`config.mk`:
```
export PLATFORM = sky130hd
export DESIGN_NAME = samp_ofs_cal
export DESIGN_NICKNAME = d
export VERILOG_FILES = /design/src/rtl/samp_ofs_pkg.sv /design/src/rtl/samp_ofs_seq.sv /design/src/rtl/samp_ofs_track.sv /design/src/rtl/samp_ofs_centre.sv /design/src/rtl/samp_ofs_cal.sv
export SDC_FILE = /design/constraint.sdc
export NUM_CORES = 1
export LEC_CHECK = 0
export BUFFER_PORTS_ARGS = -buffer_cell sky130_fd_sc_hd__buf_2
export CAP_MARGIN = 10
export CORE_UTILIZATION = 54
export CTS_CLUSTER_DIAMETER = 30
export CTS_CLUSTER_SIZE = 40
export DETAILED_ROUTE_END_ITERATION = 10
export PLACE_DENSITY_LB_ADDON = 0.25
export SYNTH_ARGS = -nofsm -noshare
export SYNTH_HDL_FRONTEND = slang
export SYNTH_HIERARCHICAL = 1
export SYNTH_SLANG_ARGS = --single-unit
```
`constraint.sdc`:
```
create_clock -name clk -period 2.6 [get_ports clk]
set_input_delay 0.52 -clock clk [delete_from_list [all_inputs] [get_ports clk]]
set_output_delay 0.52 -clock clk [all_outputs]
set_load 0.03 [all_outputs]
```
`src/rtl/samp_ofs_pkg.sv`:
```
package samp_ofs_pkg;

  localparam int CODE_W   = 4;
  localparam int CODE_MAX = (1 << CODE_W) - 1;

  typedef logic [CODE_W-1:0] code_t;

  typedef enum logic [2:0] {
    ST_IDLE    = 3'd0,
    ST_SETTLE  = 3'd1,
    ST_SAMPLE  = 3'd2,
    ST_RELEASE = 3'd3,
    ST_DONE    = 3'd4
  } cal_state_e;

endpackage

```
`src/rtl/samp_ofs_seq.sv`:
```
module samp_ofs_seq
  import samp_ofs_pkg::*;
#(
  parameter int SETTLE_CYC = 250
) (
  input  logic  clk,
  input  logic  rst_n,
  input  logic  start_i,
  output code_t code_o,
  output logic  strobe_o,
  output logic  clear_o,
  output logic  sample_o,
  output logic  finish_o,
  output logic  done_o,
  output logic  busy_o
);

  localparam int CNT_W = (SETTLE_CYC > 1) ? $clog2(SETTLE_CYC) : 1;
  localparam logic [CNT_W-1:0] CNT_LAST = CNT_W'(SETTLE_CYC - 1);
  localparam code_t CODE_TOP = code_t'(CODE_MAX);

  cal_state_e       state_q, state_d;
  code_t            code_q, code_d;
  logic [CNT_W-1:0] cnt_q, cnt_d;

  always_comb begin
    state_d = state_q;
    code_d  = code_q;
    cnt_d   = cnt_q;
    unique case (state_q)
      ST_IDLE: begin
        if (start_i) begin
          state_d = ST_SETTLE;
          code_d  = code_t'(1);
          cnt_d   = '0;
        end
      end
      ST_SETTLE: begin
        if (cnt_q == CNT_LAST) state_d = ST_SAMPLE;
        else                   cnt_d   = cnt_q + 1'b1;
      end
      ST_SAMPLE: state_d = ST_RELEASE;
      ST_RELEASE: begin
        if (code_q == CODE_TOP) begin
          state_d = ST_DONE;
        end else begin
          state_d = ST_SETTLE;
          code_d  = code_q + 1'b1;
          cnt_d   = '0;
        end
      end
      ST_DONE: state_d = ST_IDLE;
      default: state_d = ST_IDLE;
    endcase
  end

  always_ff @(posedge clk or negedge rst_n) begin
    if (!rst_n) begin
      state_q <= ST_IDLE;
      code_q  <= '0;
      cnt_q   <= '0;
    end else begin
      state_q <= state_d;
      code_q  <= code_d;
      cnt_q   <= cnt_d;
    end
  end

  assign code_o   = code_q;
  assign strobe_o = (state_q == ST_SETTLE) || (state_q == ST_SAMPLE);
  assign clear_o  = (state_q == ST_IDLE) && start_i;
  assign sample_o = (state_q == ST_SAMPLE);
  assign finish_o = (state_q == ST_RELEASE) && (code_q == CODE_TOP);
  assign done_o   = (state_q == ST_DONE);
  assign busy_o   = (state_q != ST_IDLE);

  // while a sweep runs the code stays inside 1..15
  a_r2_code_range: assert property (@(posedge clk) disable iff (!rst_n)
    busy_o |-> (code_q != '0));

  // every new step after the first uses the next code
  a_r2_code_step: assert property (@(posedge clk) disable iff (!rst_n)
    ($rose(strobe_o) && code_q != code_t'(1)) |-> (code_q == $past(code_q) + 1'b1));

  // done is a single-cycle pulse
  a_r9_done_pulse: assert property (@(posedge clk) disable iff (!rst_n)
    done_o |=> !done_o);

  // a start while a step is running does not end the sweep
  a_r10_start_ignored: assert property (@(posedge clk) disable iff (!rst_n)
    (busy_o && !done_o && start_i) |=> busy_o);

endmodule

```
`src/rtl/samp_ofs_track.sv`:
```
module samp_ofs_track
  import samp_ofs_pkg::*;
(
  input  logic  clk,
  input  logic  rst_n,
  input  logic  clear_i,
  input  logic  en_i,
  input  logic  fb_i,
  input  code_t code_i,
  output code_t first_zero_o,
  output code_t last_one_o
);

  code_t fz_q, fz_d, lo_q, lo_d;
  logic  upd;

  always_comb begin
    fz_d = fz_q;
    lo_d = lo_q;
    upd  = clear_i || en_i;
    if (clear_i) begin
      fz_d = '0;
      lo_d = '0;
    end else if (en_i) begin
      if (fb_i)               lo_d = code_i;
      else if (fz_q == '0)    fz_d = code_i;
    end
  end

  always_ff @(posedge clk or negedge rst_n) begin
    if (!rst_n) begin
      fz_q <= '0;
      lo_q <= '0;
    end else if (upd) begin
      fz_q <= fz_d;
      lo_q <= lo_d;
    end
  end

  assign first_zero_o = fz_q;
  assign last_one_o   = lo_q;

  // a sampled 1 records the current code as last one
  a_r4_last_one: assert property (@(posedge clk) disable iff (!rst_n)
    (en_i && !clear_i && fb_i) |=> (lo_q == $past(code_i)));

  // once a first zero is recorded it never moves until cleared
  a_r4_first_zero_sticky: assert property (@(posedge clk) disable iff (!rst_n)
    (fz_q != '0 && !clear_i) |=> (fz_q == $past(fz_q)));

endmodule

```
`src/rtl/samp_ofs_centre.sv`:
```
module samp_ofs_centre
  import samp_ofs_pkg::*;
(
  input  code_t first_zero_i,
  input  code_t last_one_i,
  output code_t centre_o
);

  localparam int SUM_W = CODE_W + 1;

  logic [SUM_W-1:0] sum;
  logic [SUM_W-1:0] half;
  code_t            mid;

  always_comb begin
    sum  = {1'b0, first_zero_i} + {1'b0, last_one_i};
    half = sum >> 1;
    if (half > SUM_W'(CODE_MAX)) mid = code_t'(CODE_MAX);
    else                         mid = half[CODE_W-1:0];
    centre_o = mid;
    if (first_zero_i == '0) centre_o = code_t'(CODE_MAX);
    if (last_one_i == '0)   centre_o = '0;
  end

endmodule

```
`src/rtl/samp_ofs_cal.sv`:
```
module samp_ofs_cal
  import samp_ofs_pkg::*;
#(
  parameter int DATA_BITS  = 8,
  parameter int SETTLE_CYC = 250
) (
  input  logic                        clk,
  input  logic                        rst_n,
  input  logic                        start_i,
  input  logic                        nine_bit_i,
  input  logic [DATA_BITS:0]          fb_i,
  output logic [DATA_BITS*CODE_W-1:0] offset_word_o,
  output logic                        train_strobe_o,
  output logic                        busy_o,
  output logic                        done_o,
  output logic [DATA_BITS*CODE_W-1:0] result_o,
  output logic [CODE_W-1:0]           extra_o
);

  localparam int TRK_N  = DATA_BITS + 1;
  localparam int WORD_W = DATA_BITS * CODE_W;

  code_t code;
  logic  clear, sample, finish;
  logic  nine_q;

  code_t fz     [TRK_N];
  code_t lo     [TRK_N];
  code_t centre [TRK_N];

  logic [WORD_W-1:0] result_q, result_d;
  code_t             extra_q, extra_d;

  samp_ofs_seq #(.SETTLE_CYC(SETTLE_CYC)) u_seq (
    .clk      (clk),
    .rst_n    (rst_n),
    .start_i  (start_i),
    .code_o   (code),
    .strobe_o (train_strobe_o),
    .clear_o  (clear),
    .sample_o (sample),
    .finish_o (finish),
    .done_o   (done_o),
    .busy_o   (busy_o)
  );

  always_ff @(posedge clk or negedge rst_n) begin
    if (!rst_n)     nine_q <= 1'b0;
    else if (clear) nine_q <= nine_bit_i;
  end

  for (genvar b = 0; b < TRK_N; b++) begin : g_bit
    logic en;
    if (b < DATA_BITS) begin : g_data
      assign en = sample;
      assign offset_word_o[b*CODE_W +: CODE_W] = code;
    end else begin : g_strobe
      assign en = sample && nine_q;
    end

    samp_ofs_track u_trk (
      .clk          (clk),
      .rst_n        (rst_n),
      .clear_i      (clear),
      .en_i         (en),
      .fb_i         (fb_i[b]),
      .code_i       (code),
      .first_zero_o (fz[b]),
      .last_one_o   (lo[b])
    );

    samp_ofs_centre u_ctr (
      .first_zero_i (fz[b]),
      .last_one_i   (lo[b]),
      .centre_o     (centre[b])
    );

    // a bit that never read 1 is pinned to the bottom code
    a_r6_low_saturate: assert property (@(posedge clk) disable iff (!rst_n)
      (lo[b] == '0) |-> (centre[b] == '0));
  end

  always_comb begin
    result_d = result_q;
    extra_d  = extra_q;
    if (finish) begin
      for (int b = 0; b < DATA_BITS; b++) result_d[b*CODE_W +: CODE_W] = centre[b];
      extra_d = nine_q ? centre[DATA_BITS] : '0;
    end
  end

  always_ff @(posedge clk or negedge rst_n) begin
    if (!rst_n) begin
      result_q <= '0;
      extra_q  <= '0;
    end else if (finish) begin
      result_q <= result_d;
      extra_q  <= extra_d;
    end
  end

  assign result_o = result_q;
  assign extra_o  = extra_q;

  // eight-bit mode reports no strobe-bit centre
  a_r8_extra_zero: assert property (@(posedge clk) disable iff (!rst_n)
    (done_o && !nine_q) |-> (extra_o == '0));

  // results stay put outside the completion cycle
  a_r9_result_hold: assert property (@(posedge clk) disable iff (!rst_n)
    !$past(finish) |-> $stable(result_o));

endmodule

```
==> impl_metrics.json, run 1 <==
{
  "status": "complete, no violations",
  "worstMarginPinSlew_ns": 0.748,
  "synth_flop_cell": "dfrtp_1",
  "skew_ns": 0.0133,
  "grt_first_pass_wirelength_mm": 28.1,
  "finalCritPeriodShare_pct": 87.9,
  "die_area_um2": 14800,
  "core_um2": 13900,
  "cts.sinks": 124,
  "clk_pin_slew_ns": 0.05,
  "place_congestion": 0.919,
  "post-route-min-period_ns": 2.29,
  "synth.distinct_cells": 59,
  "end_kind": "output port",
  "final_nets": 840,
  "rsz0062_at_grt": "false",
  "finalPower_mw": 4.41,
  "setup_violations": 0,
  "worst_ep_required_time_ns": 2.08,
  "startpoint": "u_seq/state_q[0]",
  "antenna_found_initial": 0,
  "ir_drop_v": 0.000463,
  "pin_count": 84,
  "hpwl_mm": 11.1,
  "fin_cells": 981,
  "pwr-share-clk_pct": 50.3,
  "die_y_um": 122,
  "arrival_ns": 1.77,
  "yosys-top-cells-area": "dfrtp_1 40%, ha_1 4.8%, mux2_2 4.8%",
  "drt-initial-drc-count": 356,
  "wirelength_mm": 16.9,
  "r2r_start": "u_seq/state_q[1]",
  "antenna_cells": 0,
  "grt.total_usage_pct": 24.2,
  "rr_endpoint": "g_bit[5].u_trk/first_zero_o[0]",
  "worst-path-max-fanout": 10,
  "area_growth_pct": 11.4,
  "grt_pass1_vias": 5849,
  "die_x_um": 122,
  "synth-seq-area-share_pct": 40.0,
  "async_flop_share_pct": 100,
  "cp_slowest_cell": "dfrtp_1",
  "wl_per_cell_um": 17.2,
  "num_rows": 43,
  "ctsResizeCount": 0,
  "p_int_mw": 3.42,
  "post-cts-setup-buffer-count": 0,
  "synth-seq-cells": 124,
  "syn_nets": 787,
  "vias": 5992,
  "vias_per_cell": 6.11,
  "hp-class": "in -> async",
  "power.switching_uw": 989,
  "place.port_buffers": 83,
  "synth_edf_count": 0,
  "root_buffer": "clkbuf_16",
  "fmax_mhz": 437,
  "grt_max_degree": 93,
  "hold_viol": 0,
  "placedCellCount": 949,
  "ant_nets": 0,
  "rr_worst_depth": 4,
  "critPathMaxStageDelay_ns": 0.52,
  "final_cell_mix": "124 x dfrtp_1, 82 x buf_2, 74 x a21oi_1, 61 x inv_1, 43 x nand3_1",
  "cts_buffers": 17,
  "drc_errors": 0,
  "grt_overflow": 0,
  "start_kind": "flop",
  "postCtsHoldBufs": 0,
  "yosysWarnings": 6,
  "combinationalPowerShare_pct": 4.4,
  "pwr-share-seq_pct": 45.4,
  "crit_chain": "nor3b_4 > or2_2 > buf_2",
  "clock_latency_ns": 0.43,
  "clockBufferDepth": 2,
  "cap_violations": 0,
  "htreeDepth": 4,
  "synth_largest_area_cell": "dfrtp_1",
  "drt_pass1_iterations": 4,
  "slew_headroom_pct": 49.6,
  "switching_share_pct": 22.5,
  "cts_tree": "built",
  "path_class": "reg -> out",
  "p_per_area_nw_per_um2": 510,
  "slew_violations": 0,
  "syn_avg_cell_area_um2": 10.6,
  "tns_ns": 0,
  "r2r_setup_slack_ns": 0.37,
  "synth_top_area_share_pct": 40.0,
  "start_util_pct": 55.7,
  "final_common_cell": "dfrtp_1",
  "syn_inst": 735,
  "n_fill_cell": 1146,
  "p_leak_nw": 3.99,
  "synthesis.area_um2": 7760,
  "drive_gt1_share_pct": 32.8
}
## registers in the layout (all words and copies together), names as in the netlist
signal,cells
u_seq/state_q,3
extra_o,4
u_seq/code_o,4
result_o,32
g_bit.u_trk/last_one_o,36
g_bit.u_trk/first_zero_o,36
nine_q,1
u_seq/cnt_q,8
## cell usage after synthesis (3+ instances only)
library cell / count
a211oi_1: 9
a21bo_2: 36
a21oi_1: 74
a31oi_1: 3
a41o_1: 9
and2b_2: 9
and4_4: 9
buf_2: 18
buf_4: 29
buf_6: 15
dfrtp_1: 124
fa_1: 9
ha_1: 30
inv_1: 61
mux2_2: 33
nand2_1: 17
nand3_1: 43
nand4_1: 11
nor2_1: 17
nor2b_1: 10
nor3_2: 9
nor3b_1: 3
nor4_1: 18
nor4b_1: 9
o21ai_0: 19
o22ai_1: 18
o22ai_2: 9
or3b_1: 9
or4_4: 9
or4b_1: 18
or4b_4: 9
xor2_1: 9
## worst max-delay path by stage
stage / end / slack, ns
finish: train_strobe_o / 0.31
global route: train_strobe_o / 0.23
CTS: train_strobe_o / 0.32
detailed placement: g_bit[5].u_trk/first_zero_o[0] / 0.41
global placement: g_bit[3].u_trk/first_zero_o[1] / 0.55
floorplan: result_o[0] / 0.03
## critical path: cells and delay by family (launching register included)
family                 cells  cell delay [ns]
AND/OR/NAND/NOR            2             0.64
flip-flops                 1             0.52
buffers and inverters      1             0.19
## cell families (layout without fill, tap and decap cells)
family          count (synthesis)  count (layout)  synth area share (%)
flops                         124             124                  40.0
buf+inv                       123             189                  9.10
simple gates                  211             211                  19.8
compound gates                193             193                  17.8
mux                            35              35                  5.06
fa+ha+maj                      39              39                  7.16
xor+xnor                       10              10                  1.13
## layout make-up
type,instances,area [µm²],share of cell area (%)
Timing Repair Buffer,96,553,6.40
Sequential cell,124,3100,35.9
Clock buffer,26,529,6.13
Multi-Input combinational cell,488,3970,45.9
Clock inverter,6,32.5,0.376
Tap cell,180,225,2.61
Inverter,61,229,2.65
## through the flow
stage          setup slack [ns]  hold WS (ns)  utilization [%]  instance area, µm²
6_report                  0.313         0.110             62.0                8640
5_1_grt                   0.230         0.156             62.0                8640
4_1_cts                   0.323         0.132             62.0                8640
3_5_place_dp              0.405         0.491             58.0                8080
3_3_place_gp              0.551         0.485             58.0                8080
2_1_floorplan            0.0259         0.224                -                7760
## power by group through the flow
| stage | registers (mW) | clock network (mW) | logic [mW] |
|---|---|---|---|
| 6_report | 2.00 | 2.22 | 0.192 |
| 2_1_floorplan | 2.02 | 0 | 0.120 |
| 5_1_grt | 2.00 | 2.34 | 0.215 |
| 4_1_cts | 2.00 | 2.26 | 0.194 |
| 3_3_place_gp | 2.03 | 0 | 0.182 |
| 3_5_place_dp | 2.03 | 0 | 0.192 |
## metal layers
layer / share of wire [%] / wire length [µm] / GRT usage, %
met4: 1.8 / 312 / 10.6
met2: 50 / 8430 / 39.9
met1: 44 / 7470 / 30.4
met5: 0 / 0 / 0
met3: 4.1 / 690 / 5.34
(Power assumes the default switching activity.)
==> run 2: changes to the inputs <==
--- a/config.mk
+++ b/config.mk
@@ -5,12 +5,13 @@
 export SDC_FILE = /design/constraint.sdc
 export NUM_CORES = 1
 export LEC_CHECK = 0
-export BUFFER_PORTS_ARGS = -buffer_cell sky130_fd_sc_hd__buf_2
 export CAP_MARGIN = 10
-export CORE_UTILIZATION = 54
+export CORE_UTILIZATION = 58
 export CTS_CLUSTER_DIAMETER = 30
 export CTS_CLUSTER_SIZE = 40
 export DETAILED_ROUTE_END_ITERATION = 10
+export DONT_BUFFER_PORTS = 1
+export HOLD_SLACK_MARGIN = 0.12
 export PLACE_DENSITY_LB_ADDON = 0.25
 export SYNTH_ARGS = -nofsm -noshare
 export SYNTH_HDL_FRONTEND = slang
==> run 2 against run 1 <==
  * The flow now finishes with violations (hold timing)
  * Critical endpoint is now g_bit[1].u_trk/first_zero_o[1]
  * Critical path depth up 3
  * Global-route usage up 0.43 points
  * Total power up 2.9%
==> impl_metrics.json, run 2 (synthesis gave the netlist of run 1 again) <==
{
  "status": "finished, violations left",
  "violations": "hold timing",
  "cp_slowest_cell": "or3_2",
  "grt_overflow": 0,
  "cts.sinks": 124,
  "rr_worst_depth": 6,
  "wirelength_mm": 16.3,
  "setup_violations": 0,
  "critPathMaxStageDelay_ns": 0.67,
  "fin_cells": 892,
  "hpwl_mm": 10.6,
  "vias": 5621,
  "grt_pass1_vias": 5680,
  "place.port_buffers": 0,
  "p_per_area_nw_per_um2": 547,
  "die_x_um": 118,
  "tns_ns": 0,
  "clk_pin_slew_ns": 0.05,
  "startpoint": "u_seq/state_q[2]",
  "final_cell_mix": "120 x dfrtp_1, 74 x a21oi_1, 61 x inv_1, 43 x nand3_1, 36 x a21bo_2",
  "num_rows": 41,
  "ant_nets": 0,
  "clockBufferDepth": 2,
  "r2r_setup_slack_ns": 0.28,
  "worst-path-max-fanout": 80,
  "die_y_um": 118,
  "drc_errors": 0,
  "fin_hold_ws_ns": -0.197,
  "htreeDepth": 4,
  "hold_viol": 124,
  "p_leak_nw": 3.63,
  "antenna_found_initial": 0,
  "start_util_pct": 60.5,
  "clock_latency_ns": 0.41,
  "start_kind": "flop",
  "area_growth_pct": 6.82,
  "grt.total_usage_pct": 24.6,
  "vias_per_cell": 6.30,
  "placedCellCount": 860,
  "post-route-min-period_ns": 2.32,
  "drive_gt1_share_pct": 25.6,
  "pin_count": 84,
  "hp-class": "in -> async",
  "arrival_ns": 2.62,
  "cts_tree": "built",
  "grt_max_degree": 125,
  "critPathBufInv": 2,
  "fmax_mhz": 430,
  "rsz0062_at_grt": "false",
  "cap_violations": 0,
  "slew_headroom_pct": 35.5,
  "final_nets": 759,
  "drt_pass1_iterations": 5,
  "final_common_cell": "dfrtp_1",
  "rr_endpoint": "g_bit[1].u_trk/first_zero_o[1]",
  "endpoint": "g_bit[1].u_trk/first_zero_o[1]",
  "slew_violations": 0,
  "path_class": "reg -> reg",
  "skew_ns": 0.00543,
  "grt_first_pass_wirelength_mm": 27.6,
  "antenna_cells": 0,
  "path_delay_family": "simple AND/OR/NAND/NOR gates",
  "end_kind": "flop",
  "worstMarginPinSlew_ns": 0.967,
  "drt-initial-drc-count": 379,
  "path_depth": 6,
  "worst_ep_required_time_ns": 2.90,
  "r2r_start": "u_seq/state_q[2]",
  "crit_chain": "or3_2 > nor2_4 > buf_12 > buf_4 > nor4b_1 > a41o_1",
  "die_area_um2": 13800,
  "root_buffer": "clkbuf_16",
  "place_congestion": 0.803,
  "ir_drop_v": 0.000333,
  "wl_per_cell_um": 18.3,
  "cts_buffers": 17,
  "finalCritPeriodShare_pct": 89.4,
  "core_um2": 12800
}
-- run 2: what timing repair did --
action | in CTS | in global routing
gates resized for setup | 0 | 0
endpoints found under the hold margin | 124 | 124
buffers inserted | 0 | 0
-- run 2: stage by stage --
step | worst slack, ns | utilization (%) | hold WS [ns] | power (mW) | area, µm²
final | 0.276 | 64.6 | -0.197 | 4.53 | 8290
after global routing | 0.186 | 64.6 | -0.219 | 4.67 | 8290
after CTS | 0.309 | 64.6 | -0.216 | 4.57 | 8290
after detailed placement | 0.329 | 59.9 | 0.227 | 2.15 | 7680
after global placement | 0.371 | 59.9 | 0.227 | 2.14 | 7680
after floorplan | 0.0259 | - | 0.224 | 2.14 | 7760
-- run 2: worst reg2reg max path: stages (launching register included) --
cell and delay, ns:
dfrtp_1 0.47, or3_2 0.67, nor2_4 0.15, buf_12 0.29, buf_4 0.31, nor4b_1 0.07, a41o_1 0.25
-- run 2: layout make-up --
class                   count  area, µm²
flip-flops and latches    124       3120
clock inverters             7        110
inverters                  61        229
multi-input cells         488       3970
fillers                  1030       4540
clock buffers              25        495
well taps                 172        215
repair buffers             15        150
-- run 2: how the worst min path moves through the flow --
stage / slack (ns) / endpoint / cells after the start
final: -0.20 / result_o[12] / 0
after global routing: -0.22 / result_o[12] / 0
after detailed placement: 0.23 / result_o[12] / 0
after floorplan: 0.22 / extra_o[0] / 0
after global placement: 0.23 / result_o[12] / 0
after CTS: -0.22 / result_o[12] / 0
-- run 2: per-layer routing --
layer | track usage (%) | wire length [µm] | vias to the layer above
met2 | 41.3 | 8180 | 121
met3 | 5.43 | 647 | 23
met5 | 0 | 0 | -
met4 | 10.1 | 267 | 0
li1 | - | - | 2650
met1 | 30.8 | 7190 | 2827
-- run 2: power breakdown --
part           switching, mW  internal [mW]  total (mW)
Clock                  0.814           1.60        2.42
Sequential            0.0438           1.95        2.00
Combinational         0.0541         0.0650       0.119
